[src/rtl/store_path_pkg.sv]
package store_path_pkg;
  localparam int WORD_BYTES = 4;
  localparam int DATA_W     = 8 * WORD_BYTES;

  typedef enum logic [1:0] {
    SZ_BYTE = 2'd0,
    SZ_HALF = 2'd1,
    SZ_WORD = 2'd2,
    SZ_WALT = 2'd3
  } st_size_e;

  typedef enum logic [1:0] {
    RT_IDLE  = 2'd0,
    RT_DRAIN = 2'd1,
    RT_MEM   = 2'd2
  } route_state_e;
endpackage

[src/rtl/store_lane_merge.sv]
module store_lane_merge
  import store_path_pkg::*;
(
  input  logic [DATA_W-1:0]     old_word,
  input  logic [DATA_W-1:0]     new_data,
  input  logic [1:0]            size,
  input  logic                  bigend,
  input  logic [1:0]            lo,
  output logic [DATA_W-1:0]     merged,
  output logic [WORD_BYTES-1:0] lane_en
);
  logic [1:0] byte_lane;
  logic       half_hi;

  assign byte_lane = {bigend, bigend} ^ lo;
  assign half_hi   = bigend ^ lo[1];

  for (genvar b = 0; b < WORD_BYTES; b++) begin : g_lane
    localparam logic [1:0] LANE = b[1:0];
    logic [7:0] src;
    always_comb begin
      case (st_size_e'(size))
        SZ_BYTE: begin
          lane_en[b] = (LANE == byte_lane);
          src        = new_data[7:0];
        end
        SZ_HALF: begin
          lane_en[b] = (LANE[1] == half_hi);
          src        = new_data[8*(b%2) +: 8];
        end
        default: begin
          lane_en[b] = 1'b1;
          src        = new_data[8*b +: 8];
        end
      endcase
    end
    assign merged[8*b +: 8] = lane_en[b] ? src : old_word[8*b +: 8];
  end
endmodule

[src/rtl/store_half_dirty.sv]
module store_half_dirty #(
  parameter int LINE_WORDS = 8
) (
  input  logic [$clog2(LINE_WORDS)-1:0] idx,
  output logic                          first_half,
  output logic                          last_half
);
  localparam int HALF = LINE_WORDS / 2;

  assign first_half = (int'(idx) < HALF);
  assign last_half  = !first_half;
endmodule

[src/rtl/store_route_fsm.sv]
module store_route_fsm
  import store_path_pkg::*;
#(
  parameter int ADDR_W = 32
) (
  input  logic              clk,
  input  logic              rst,
  input  logic              go,
  input  logic              bufferable,
  input  logic              wb_on,
  input  logic [ADDR_W-1:0] sub_addr,
  input  logic [DATA_W-1:0] data,
  input  logic [1:0]        size,
  input  logic              wb_empty,
  input  logic              mem_ready,
  output logic              idle,
  output logic              wb_push,
  output logic [ADDR_W-1:0] wb_addr,
  output logic [DATA_W-1:0] wb_data,
  output logic [2:0]        wb_bytes,
  output logic              wb_drain_req,
  output logic              mem_valid,
  output logic [ADDR_W-1:0] mem_addr,
  output logic [DATA_W-1:0] mem_data,
  output logic [1:0]        mem_size
);
  route_state_e state;
  logic [2:0]   nbytes;
  logic [1:0]   norm_size;

  always_comb begin
    case (st_size_e'(size))
      SZ_BYTE: begin nbytes = 3'd1; norm_size = 2'd0; end
      SZ_HALF: begin nbytes = 3'd2; norm_size = 2'd1; end
      default: begin nbytes = 3'd4; norm_size = 2'd2; end
    endcase
  end

  assign idle = (state == RT_IDLE);

  always_ff @(posedge clk) begin
    if (rst) begin
      state        <= RT_IDLE;
      wb_push      <= 1'b0;
      wb_addr      <= '0;
      wb_data      <= '0;
      wb_bytes     <= '0;
      wb_drain_req <= 1'b0;
      mem_valid    <= 1'b0;
      mem_addr     <= '0;
      mem_data     <= '0;
      mem_size     <= '0;
    end else begin
      wb_push <= 1'b0;
      case (state)
        RT_IDLE: begin
          if (go) begin
            if (bufferable && wb_on) begin
              wb_push  <= 1'b1;
              wb_addr  <= sub_addr;
              wb_data  <= data;
              wb_bytes <= nbytes;
            end else begin
              mem_addr <= sub_addr;
              mem_data <= data;
              mem_size <= norm_size;
              if (bufferable) begin
                mem_valid <= 1'b1;
                state     <= RT_MEM;
              end else begin
                wb_drain_req <= 1'b1;
                state        <= RT_DRAIN;
              end
            end
          end
        end
        RT_DRAIN: begin
          if (wb_empty) begin
            wb_drain_req <= 1'b0;
            mem_valid    <= 1'b1;
            state        <= RT_MEM;
          end
        end
        RT_MEM: begin
          if (mem_ready) begin
            mem_valid <= 1'b0;
            state     <= RT_IDLE;
          end
        end
        default: state <= RT_IDLE;
      endcase
    end
  end

  // memory request after a drain only once the buffer was seen empty
  a_r8_drain_gate: assert property (@(posedge clk) disable iff (rst)
    ($rose(mem_valid) && $past(wb_drain_req)) |-> $past(wb_empty));

  // drain request persists while the buffer still holds data
  a_r8_drain_hold: assert property (@(posedge clk) disable iff (rst)
    (wb_drain_req && !wb_empty) |=> wb_drain_req);

  // request fields stay put while memory stalls
  a_r7_req_stable: assert property (@(posedge clk) disable iff (rst)
    (mem_valid && !mem_ready) |=> (mem_valid && $stable(mem_addr)
                                   && $stable(mem_data) && $stable(mem_size)));

  // a drain and a memory request never overlap
  a_r9_no_overlap: assert property (@(posedge clk) disable iff (rst)
    !(wb_drain_req && mem_valid));
endmodule

[src/rtl/store_path_ctrl.sv]
module store_path_ctrl
  import store_path_pkg::*;
#(
  parameter int ADDR_W     = 32,
  parameter int LINE_WORDS = 8
) (
  input  logic                          clk,
  input  logic                          rst,
  input  logic                          st_valid,
  output logic                          st_ready,
  input  logic [ADDR_W-1:0]             st_addr,
  input  logic [31:0]                   st_data,
  input  logic [1:0]                    st_size,
  input  logic                          st_bigend,
  input  logic                          st_bufferable,
  input  logic                          wb_enable,
  input  logic                          align_chk_en,
  input  logic                          cache_hit,
  input  logic [31:0]                   hit_word,
  output logic                          align_fault,
  output logic                          cache_wr_en,
  output logic [$clog2(LINE_WORDS)-1:0] cache_wr_idx,
  output logic [31:0]                   cache_wr_data,
  output logic                          cache_dirty_first,
  output logic                          cache_dirty_last,
  output logic                          wb_push,
  output logic [ADDR_W-1:0]             wb_addr,
  output logic [31:0]                   wb_data,
  output logic [2:0]                    wb_bytes,
  output logic                          wb_drain_req,
  input  logic                          wb_empty,
  output logic                          mem_valid,
  input  logic                          mem_ready,
  output logic [ADDR_W-1:0]             mem_addr,
  output logic [31:0]                   mem_data,
  output logic [1:0]                    mem_size
);
  localparam int IDX_W = $clog2(LINE_WORDS);

  logic                  accept, misaligned, hit_go, route_go, idle;
  logic [1:0]            sub_lo;
  logic [ADDR_W-1:0]     sub_addr;
  logic [IDX_W-1:0]      idx;
  logic [DATA_W-1:0]     merged;
  logic [WORD_BYTES-1:0] lane_en;
  logic                  first_half, last_half;

  assign st_ready   = idle;
  assign accept     = st_valid && st_ready;
  assign misaligned = align_chk_en && (st_addr[1:0] != 2'b00);
  assign hit_go     = accept && !misaligned && cache_hit;
  assign route_go   = accept && !misaligned && !cache_hit;
  assign idx        = st_addr[IDX_W+1:2];

  always_comb begin
    case (st_size_e'(st_size))
      SZ_BYTE: sub_lo = st_addr[1:0];
      SZ_HALF: sub_lo = {st_addr[1], 1'b0};
      default: sub_lo = 2'b00;
    endcase
  end
  assign sub_addr = {st_addr[ADDR_W-1:2], sub_lo};

  store_lane_merge u_merge (
    .old_word (hit_word),
    .new_data (st_data),
    .size     (st_size),
    .bigend   (st_bigend),
    .lo       (st_addr[1:0]),
    .merged   (merged),
    .lane_en  (lane_en)
  );

  store_half_dirty #(.LINE_WORDS(LINE_WORDS)) u_dirty (
    .idx        (idx),
    .first_half (first_half),
    .last_half  (last_half)
  );

  store_route_fsm #(.ADDR_W(ADDR_W)) u_route (
    .clk          (clk),
    .rst          (rst),
    .go           (route_go),
    .bufferable   (st_bufferable),
    .wb_on        (wb_enable),
    .sub_addr     (sub_addr),
    .data         (st_data),
    .size         (st_size),
    .wb_empty     (wb_empty),
    .mem_ready    (mem_ready),
    .idle         (idle),
    .wb_push      (wb_push),
    .wb_addr      (wb_addr),
    .wb_data      (wb_data),
    .wb_bytes     (wb_bytes),
    .wb_drain_req (wb_drain_req),
    .mem_valid    (mem_valid),
    .mem_addr     (mem_addr),
    .mem_data     (mem_data),
    .mem_size     (mem_size)
  );

  always_ff @(posedge clk) begin
    if (rst) begin
      align_fault       <= 1'b0;
      cache_wr_en       <= 1'b0;
      cache_wr_idx      <= '0;
      cache_wr_data     <= '0;
      cache_dirty_first <= 1'b0;
      cache_dirty_last  <= 1'b0;
    end else begin
      align_fault       <= accept && misaligned;
      cache_wr_en       <= hit_go;
      cache_dirty_first <= hit_go && first_half;
      cache_dirty_last  <= hit_go && last_half;
      if (hit_go) begin
        cache_wr_idx  <= idx;
        cache_wr_data <= merged;
      end
    end
  end

  // a faulting store leaves no trace on any write path
  a_r1_fault_silent: assert property (@(posedge clk) disable iff (rst)
    align_fault |-> (!cache_wr_en && !wb_push && !$rose(mem_valid)
                     && !$rose(wb_drain_req)));

  // exactly one half marked with each cache write
  a_r5_one_half: assert property (@(posedge clk) disable iff (rst)
    cache_wr_en |-> ($countones({cache_dirty_first, cache_dirty_last}) == 1));

  // no dirty marking without a cache write
  a_r5_quiet: assert property (@(posedge clk) disable iff (rst)
    !cache_wr_en |-> (!cache_dirty_first && !cache_dirty_last));

  // number of replaced lanes matches the store size
  a_r4_lane_count: assert property (@(posedge clk) disable iff (rst)
    hit_go |-> ($countones(lane_en) ==
                ((st_size == 2'd0) ? 1 : (st_size == 2'd1) ? 2 : 4)));

  // no store taken while busy
  a_r9_busy_block: assert property (@(posedge clk) disable iff (rst)
    (mem_valid || wb_drain_req) |-> !st_ready);
endmodule

[config.mk]
export PLATFORM = sky130hd
export DESIGN_NAME = store_path_ctrl
export DESIGN_NICKNAME = d
export VERILOG_FILES = /design/src/rtl/store_path_pkg.sv /design/src/rtl/store_lane_merge.sv /design/src/rtl/store_half_dirty.sv /design/src/rtl/store_route_fsm.sv /design/src/rtl/store_path_ctrl.sv
export SDC_FILE = /design/constraint.sdc
export NUM_CORES = 1
export LEC_CHECK = 0
export BUFFER_PORTS_ARGS = -buffer_cell sky130_fd_sc_hd__buf_2
export CORE_MARGIN = 4
export CORE_UTILIZATION = 36
export CTS_CLUSTER_SIZE = 8
export DETAILED_ROUTE_END_ITERATION = 10
export HOLD_SLACK_MARGIN = 0.15
export PLACE_DENSITY = 0.76
export REMOVE_ABC_BUFFERS = 1
export SLEW_MARGIN = 10
export SYNTH_ARGS = -nofsm -noshare
export SYNTH_HDL_FRONTEND = slang
export SYNTH_SLANG_ARGS = --single-unit
[constraint.sdc]
create_clock -name clk -period 1.8 [get_ports clk]
set_input_delay 0.36 -clock clk [delete_from_list [all_inputs] [get_ports clk]]
set_output_delay 0.36 -clock clk [all_outputs]
set_load 0.005 [all_outputs]
==> results.ini <==
[clocking]
cts-htree-levels=4
clk_pin_slew_ns=0.07
cts_root_buffer=clkbuf_16
post_cts_buffers=0
cts_sinks=177
cts_tree=built
clk_latency_ns=0.42
cts_buffers=17
cts_buffer_depth=2

[global_routing]
track_usage_pct=20.15
overflow=0
grt_max_degree=160
grt_pass1_wl_um=35690
antenna_found_initial=6
grt_pass1_vias=6628

[logic_synthesis]
yosysTopAreaCell=dfxtp_1
synth.most_common_cell=nand2_1
synth-async-reset-ratio_pct=0
synth_top_area_share_pct=50.24
synthTopCellsByCount=nand2_1, dfxtp_1, a21oi_1
ys_seq_elements=177
syn_area_um2=7053
ys_seq_area_share_pct=50.24
yosys.area_share.simple_pct=22.44
synth_edf_count=0
synth_top_flop_cell=dfxtp_1
synth_top_family_by_area=simple AND/OR/NAND/NOR gates
synthXorXnorAreaFrac_pct=0
synthMuxAreaShare_pct=5.961
synth_fa_ha_area_share_pct=0
syn_inst=877
synthTopCellsByArea=dfxtp_1, nand2_1, a21oi_1, mux2i_1, clkbuf_1
synth_cell_type_count=37
synth-compound-area-share_pct=16.46
syn_avg_cell_area_um2=8.042
yosys_warnings=0

[floorplan]
die_h_um=148.0
die-area_um2=21900
dieWidth_um=148.0
rows=50
io_pins=284
initial_core_util_pct=37.21
core_area_um2=18960

[timing]
tightest_slew_ns=0.7613
rsz0062_at_grt=yes
slew_viol_final=0
hold_violations=0
relSlewSlack_pct=49.25
skew_ns=0.004535
finalCriticalPeriod_ns=1.798
setup-violations-final=0
max_freq_mhz=556.2
setup-tns-final_ns=0
fin_ws_ns=0.002139
finalCritPeriodShare_pct=99.88

[detailed_routing]
wire_per_inst_um=16.17
vias=7048
drt_wl_total_um=23090
drt_iter0_drc=340
drc_errors=0
vias_per_cell=4.936
antenna_left=0
first_pass_iters=5

[setup_path]
cp-start-kind=flop
r2r-start=u_route.state[1]$_SDFFE_PP0P_
worstPathMaxFanout=40
rrSetupSlack_ns=0.002
startpoint=u_route.state[1]$_SDFFE_PP0P_
cp-end-kind=flop
crit_path_end=u_route.wb_addr[21]$_SDFFE_PP0P_
rr_worst_depth=5
cp_data_required_time_ns=2.06
worstSetupPathType=reg2reg
cp.arrival_ns=2.06
r2r-end=u_route.wb_addr[21]$_SDFFE_PP0P_

[cells_and_area]
stdcell_count=1428
finish.utilization_pct=51.12
syn_to_final_growth_pct=37.40
finish.net_count=1261
fillers=1843
drive_gt1_share_pct=33.62

[placed_design]
dp_hpwl_um=16340
port_buffers=283
place_congestion=0.7936
dp_slack_ns=-0.2694
post-place-cells=1391

[min_path]
min-delay-path-class=in2reg

[power]
ir_worst_vdd_v=0.0006107
leakagePower_uw=0.004229
p_per_area_nw_per_um2=915.1

[run]
drv_cap=0

[outcome]
status=complete, no violations

-- kinds of logic after synthesis --
kind of cell    after synthesis
simple gates                381
compound gates              199
flops                       177
buf+inv                      80
mux                          40
-- cell type report --
type                            count  area (µm²)  area share (%)
Timing Repair Buffer              333        1981           20.44
Sequential cell                   177        3546           36.59
Inverter                            4       15.01          0.1549
Multi-Input combinational cell    620        3226           33.29
Clock buffer                       19       442.9           4.571
Antenna cell                        2       5.005         0.05165
Clock inverter                     13       150.1           1.549
Tap cell                          260       325.3           3.357
-- how the worst min path moves through the flow --
| stage | endpoint | slack (ns) | cells after the start | start |
|---|---|---|---|---|
| detailed placement | u_route.wb_data[6]$_SDFFE_PP0P_ | 0.44 | 2 | u_route.wb_data[6]$_SDFFE_PP0P_ |
| finish | u_route.mem_addr[13]$_SDFFE_PP0P_ | 0.19 | 3 | st_addr[13] |
| CTS | u_route.mem_addr[19]$_SDFFE_PP0P_ | 0.17 | 3 | st_addr[19] |
| floorplan | cache_wr_idx[0]$_SDFFE_PP0P_ | 0.43 | 1 | rst |
| global placement | u_route.wb_addr[5]$_SDFFE_PP0P_ | 0.44 | 2 | u_route.wb_addr[5]$_SDFFE_PP0P_ |
| global route | u_route.mem_addr[13]$_SDFFE_PP0P_ | 0.17 | 3 | st_addr[13] |
-- registers in the layout (all words and copies together) (netlist names), 2 cells and up --
name              count
cache_wr_idx          3
cache_wr_data        32
u_route.mem_size      2
u_route.wb_addr      32
u_route.state         2
u_route.wb_data      32
u_route.wb_bytes      3
u_route.mem_addr     32
u_route.mem_data     32
-- per-stage QoR --
stage / hold slack [ns] / instance area, µm² / total power [µW]
final: 0.1858 / 9691 / 8867
after CTS: 0.1669 / 9625 / 8949
after global routing: 0.1697 / 9691 / 9253
after detailed placement: 0.4429 / 8981 / 5186
after floorplan: 0.4291 / 6723 / 4558
after global placement: 0.4380 / 8981 / 5170
-- cell usage in the layout (no fill, tap or decap), drive strengths merged, types with 7 or more instances in the layout --
cell type / instances
buf: 329
nand2: 306
dfxtp: 177
a21oi: 137
mux2i: 24
nor2: 20
nand3: 20
clkbuf: 20
or4: 19
a211oi: 17
mux2: 16
o2111ai: 16
o21ai: 11
o211ai: 9
inv: 7
-- worst max-delay path: stages, from the launching register on --
cell and delay, ns:
dfxtp_2 0.32, or3b_4 0.45, or4_4 0.48, buf_12 0.19
nand2_1 0.09, a21oi_1 0.07
-- timing repair --
action,CTS,global route
gates resized for setup,8,9
gates cloned,0,1
setup endpoints to repair,86,57
endpoints found under the hold margin,3,0
hold buffers,3,0
pin swaps,1,0
-- layer usage --
layer	part of all wire [%]	global-route usage, %	up-vias
li1	-	-	3521
met1	42	25.25	3247
met2	49	34.07	238
met4	1.8	6.051	8
met3	7.0	5.334	34
met5	0.20	0	-
-- power by group --
group          internal, µW  switching, µW
clock network          2110           1650
logic                   445            569
registers              4040           57.7
total                  6600           2270
Power figures use the tool's default switching activity.
